===== src/rtl/rvc_expander.sv =====
module rvc_expander (
  input  logic        valid_i,
  input  logic [15:0] insn_i,
  output logic [31:0] insn_o,
  output logic [1:0]  class_o,
  output logic        illegal_o,
  output logic        not_comp_o
);
  localparam logic [1:0] CL_LEGAL  = 2'b00;
  localparam logic [1:0] CL_HINT   = 2'b01;
  localparam logic [1:0] CL_RSVD   = 2'b10;
  localparam logic [1:0] CL_CUSTOM = 2'b11;

  localparam logic [6:0] OP_IMM  = 7'b0010011;
  localparam logic [6:0] OP_REG  = 7'b0110011;
  localparam logic [6:0] OP_LOAD = 7'b0000011;
  localparam logic [6:0] OP_LUI  = 7'b0110111;
  localparam logic [6:0] OP_JALR = 7'b1100111;
  localparam logic [31:0] EBREAK = 32'h0010_0073;

  logic [2:0]  f3;
  logic [4:0]  rd, rs2, rdc, rs1c;
  logic [11:0] imm6;
  logic        imm_zero;
  logic [9:0]  u4spn;
  logic [9:0]  i16sp;
  logic [7:0]  offsp;
  logic [31:0] exp_w;
  logic [1:0]  cls;
  logic        nc;

  assign f3       = insn_i[15:13];
  assign rd       = insn_i[11:7];
  assign rs2      = insn_i[6:2];
  assign rdc      = {2'b01, insn_i[4:2]};
  assign rs1c     = {2'b01, insn_i[9:7]};
  assign imm6     = {{6{insn_i[12]}}, insn_i[12], insn_i[6:2]};
  assign imm_zero = ({insn_i[12], insn_i[6:2]} == 6'd0);
  assign u4spn    = {insn_i[10:7], insn_i[12:11], insn_i[5], insn_i[6], 2'b00};
  assign i16sp    = {insn_i[12], insn_i[4:3], insn_i[5], insn_i[2], insn_i[6], 4'b0000};
  assign offsp    = {insn_i[3:2], insn_i[12], insn_i[6:4], 2'b00};

  always_comb begin
    exp_w = 32'd0;
    cls   = CL_LEGAL;
    nc    = 1'b0;
    unique case (insn_i[1:0])
      2'b00: begin
        if (f3 == 3'b000) begin
          exp_w = {2'b00, u4spn, 5'd2, 3'b000, rdc, OP_IMM};
          if (u4spn == 10'd0) cls = CL_RSVD;
        end else begin
          cls = CL_RSVD;
        end
      end
      2'b01: begin
        unique case (f3)
          3'b000: begin
            exp_w = {imm6, rd, 3'b000, rd, OP_IMM};
            if (rd == 5'd0 && imm_zero) cls = CL_LEGAL;
            else if (rd == 5'd0 || imm_zero) cls = CL_HINT;
          end
          3'b010: begin
            exp_w = {imm6, 5'd0, 3'b000, rd, OP_IMM};
            if (rd == 5'd0) cls = CL_HINT;
          end
          3'b011: begin
            if (imm_zero) cls = CL_RSVD;
            else if (rd == 5'd2)
              exp_w = {{2{i16sp[9]}}, i16sp, 5'd2, 3'b000, 5'd2, OP_IMM};
            else begin
              exp_w = {{14{insn_i[12]}}, insn_i[12], insn_i[6:2], rd, OP_LUI};
              if (rd == 5'd0) cls = CL_HINT;
            end
          end
          3'b100: begin
            unique case (insn_i[11:10])
              2'b00, 2'b01: begin
                exp_w = {1'b0, insn_i[10], 5'd0, insn_i[6:2], rs1c, 3'b101, rs1c, OP_IMM};
                if (insn_i[12]) cls = CL_CUSTOM;
                else if (rs2 == 5'd0) cls = CL_HINT;
              end
              2'b10: exp_w = {imm6, rs1c, 3'b111, rs1c, OP_IMM};
              default: cls = CL_RSVD;
            endcase
          end
          default: cls = CL_RSVD;
        endcase
      end
      2'b10: begin
        unique case (f3)
          3'b000: begin
            exp_w = {7'd0, insn_i[6:2], rd, 3'b001, rd, OP_IMM};
            if (insn_i[12]) cls = CL_CUSTOM;
            else if (rs2 == 5'd0 || rd == 5'd0) cls = CL_HINT;
          end
          3'b010: begin
            exp_w = {4'd0, offsp, 5'd2, 3'b010, rd, OP_LOAD};
            if (rd == 5'd0) cls = CL_RSVD;
          end
          3'b100: begin
            if (rs2 == 5'd0) begin
              if (rd == 5'd0) begin
                if (insn_i[12]) exp_w = EBREAK;
                else cls = CL_RSVD;
              end else begin
                exp_w = {12'd0, rd, 3'b000, 4'd0, insn_i[12], OP_JALR};
              end
            end else begin
              exp_w = {7'd0, rs2, (insn_i[12] ? rd : 5'd0), 3'b000, rd, OP_REG};
              if (rd == 5'd0) cls = CL_HINT;
            end
          end
          default: cls = CL_RSVD;
        endcase
      end
      default: nc = 1'b1;
    endcase
    if (cls[1]) exp_w = 32'd0;
  end

  assign insn_o     = valid_i ? exp_w : 32'd0;
  assign class_o    = valid_i ? cls : CL_LEGAL;
  assign illegal_o  = valid_i & cls[1];
  assign not_comp_o = valid_i & nc;

  always_comb begin
    if (!valid_i)
      assert_idle_quiet_R1: assert (insn_o == 32'd0 && class_o == 2'b00 && !illegal_o && !not_comp_o);
    if (not_comp_o)
      assert_full_width_clean_R2: assert (class_o == CL_LEGAL && !illegal_o && insn_i[1:0] == 2'b11);
    if (illegal_o)
      assert_illegal_no_expansion_R3: assert (insn_o == 32'd0);
    if (valid_i && !illegal_o && !not_comp_o)
      assert_expansion_full_width_R3: assert (insn_o[1:0] == 2'b11);
    if (valid_i && class_o == CL_CUSTOM)
      assert_custom_only_shifts_R10: assert (insn_i[12] && (insn_i[1:0] != 2'b00) && (insn_i[15:13] == 3'b000 || insn_i[15:13] == 3'b100));
  end
endmodule


===== config.mk =====
export PLATFORM = sky130hd
export DESIGN_NAME = rvc_expander
export DESIGN_NICKNAME = d
export VERILOG_FILES = /design/src/rtl/rvc_expander.sv
export SDC_FILE = /design/constraint.sdc
export NUM_CORES = 1
export LEC_CHECK = 0
export BUFFER_PORTS_ARGS = -buffer_cell sky130_fd_sc_hd__buf_2
export CAP_MARGIN = 20
export CORE_MARGIN = 8
export CORE_UTILIZATION = 55
export DETAILED_ROUTE_END_ITERATION = 6
export GPL_TIMING_DRIVEN = 1
export PLACE_DENSITY = 0.91
export SLEW_MARGIN = 20
export SYNTH_ARGS = -nofsm -noshare
export SYNTH_HDL_FRONTEND = slang
export SYNTH_SLANG_ARGS = --single-unit

===== constraint.sdc =====
create_clock -name vclk -period 3.1
set_input_delay 0.465 -clock vclk [all_inputs]
set_output_delay 0.465 -clock vclk [all_outputs]
set_load 0.03 [all_outputs]

==> flow_metrics.tcl <==
set metrics [dict create \
    max_freq_ghz 0.3396 \
    gr-total-overflow 0 \
    outcome "complete, no violations" \
    ys_top_cells_by_area "a21oi_1 (12%), o21ai_0 (5.4%), nand2_1 (5.3%), nor3_1 (4.9%), nor2_1 (4.0%)" \
    cpPeakStageDelay_ns 0.42 \
    grt_use_met1_pct 29.91 \
    multiInputGateArea_sq_um 1082 \
    setup_viol_count_final 0 \
    critPathKind "in2out" \
    total_power_uw 176.8 \
    antenna_found_initial 0 \
    synth_common_cells "a21oi_1 (30), nand2_1 (17), nor2_1 (13), o21ai_0 (13), nor3_1 (12)" \
    io_pins 53 \
    postCtsHoldBufs 0 \
    n_sequential_cell 0 \
    rsz0062_at_grt "false" \
    yosysSeqAreaShare_pct 0 \
    drtAntennaViolNets 0 \
    tns_ns 0 \
    via_count 1916 \
    final_cell_count_no_fill 276 \
    cts_setup_buffers 0 \
    power.leakage_uw 0.0006432 \
    crit_chain "buf_2 -> or2_0 -> o41ai_2 -> nand3_1 -> nor4_1 -> buf_2" \
    vdd_drop_max_mv 0.08533 \
    dpl-instance-area_sq_um 1486 \
    drtIter0Drc 246 \
    syn_area_sq_um 1215 \
    clkbuf_count 0 \
    ff_latch_area_sq_um 0 \
    busiest_layer "met2" \
    synth.area.mux_share_pct 0 \
    worst_pin_slew_ns 0.7720 \
    hold_viol 0 \
    antennaDiodeCount 0 \
    synth.top_cell.area_share_pct 12.36 \
    finalNetCount 267 \
    yosysTopAreaCell "a21oi_1" \
    synth_cell_types 53 \
    finalCriticalPeriod_ns 2.945 \
    n_fill_cell 212 \
    synth_most_common_cell "a21oi_1" \
    cp-end-kind "output pin" \
    synth_xor_area_share_pct 0.7209 \
    drive_gt1_share_pct 29.03 \
    critPathLaunchType "primary input" \
    grt_max_degree 22 \
    grt_pass1_vias 1712 \
    slew_violations 0 \
    vias_per_cell 6.942 \
    gr-usage-met3_pct 3.226 \
    drt-total-wl_um 5184 \
    avgRoutedWirePerCell_um 18.78 \
    fin_crit_sh_pct 94.99 \
    cap_violations 0 \
    fp.dieW_um 63 \
    synth_cells 205 \
    start_util_pct 56.55 \
    cts_resized 0 \
    route.detailed.drc 0 \
    fp-row-count 17 \
    coreArea_sq_um 2148 \
    place.gp.congestion 1.062 \
    crit_arrival_ns 2.48 \
    synth_compound_area_share_pct 45.11 \
    dieArea_sq_um 3969 \
    areaGrowthSynthToFinish_pct 22.35 \
    synth_adder_area_share_pct 0.8239 \
    crit_top_cell "buf_2" \
    crit_path_max_fanout 17 \
    synth_warnings 0 \
    dp_hpwl_um 3936 \
    slowest_stage "o41ai_2" \
    grtUsageMet2_pct 39.56 \
    syn_area_per_cell_sq_um 5.926 \
    required_ns 2.63 \
    pwr_density_cell_nw_per_um2 118.9 \
    synth_top_family_by_area "compound AO/OA/AOI/OAI gates" \
    port_buffers 52 \
    max_slew_margin_pct 48.14 \
    dr.pass1.iters 7 \
    dp_cells 276 \
    stdcell_area_sq_um 1486 \
    die_y_um 63 \
    grt_pass1_wl_um 8211 \
    synth-simple-area-share_pct 42.12 \
    hold_path_class "in2out" \
    syn_nets 222 \
    grt_usage_pct 23.74 \
]
==> per-stage QoR <==
| step | hold slack [ns] | setup WS, ns | util, % |
|---|---|---|---|
| 5_1_grt | 1.391 | 0.1203 | 69.19 |
| 2_1_floorplan | 1.145 | 0.2188 | - |
| 3_3_place_gp | 1.364 | 0.1943 | 69.19 |
| 3_5_place_dp | 1.369 | 0.2267 | 69.19 |
| 6_report | 1.368 | 0.1554 | 69.19 |
| 4_1_cts | 1.367 | 0.2300 | 69.19 |
==> metal layers <==
metal	wire [um]	share of wire [%]
met3	684	13
met2	2392	46
met5	0	0
met1	1950	38
met4	155	3.0
==> layout make-up <==
class / instances / share of cell area, %
Timing Repair Buffer: 63 / 23.06
Multi-Input combinational cell: 178 / 72.81
Inverter: 7 / 1.768
Tap cell: 28 / 2.357
==> logic make-up (layout without fill, tap and decap cells) <==
family | count (synthesis) | after routing
AO/OA/AOI/OAI | 83 | 83
adder cells (fa/ha/maj) | 1 | 1
AND/OR/NAND/NOR | 92 | 92
other | 1 | 1
buffers and inverters | 27 | 70
XOR/XNOR | 1 | 1
==> power by group <==
| part | internal (uW) | switching [uW] |
|---|---|---|
| registers | 0 | 0 |
| logic | 54.3 | 123 |
| clock network | 0 | 0 |
| total | 54.3 | 123 |
==> cells in the final DEF, fill, tap and decap left out, drive strengths merged, types with 6 or more instances in the layout <==
master and count:
nor2 14, nor3 12, nor4 8, o21ai 13, nand2 17, nand3 8, buf 63, and2 6
inv 7, a21oi 30
==> critical path, delay by kind of cell <==
family                 cells  cell delay, ns
and+or+nand+nor            3            1.13
buffers and inverters      2            0.47
AOI/OAI and AO/OA          1            0.42
==> path summary, 6_finish.rpt <==
path | startpoint | end | slack [ns] | cells past startpoint
max | insn_i[14] | insn_o[30] | 0.16 | 6
min | insn_i[6] | insn_o[24] | 1.37 | 4
(Power assumes the default switching activity.)
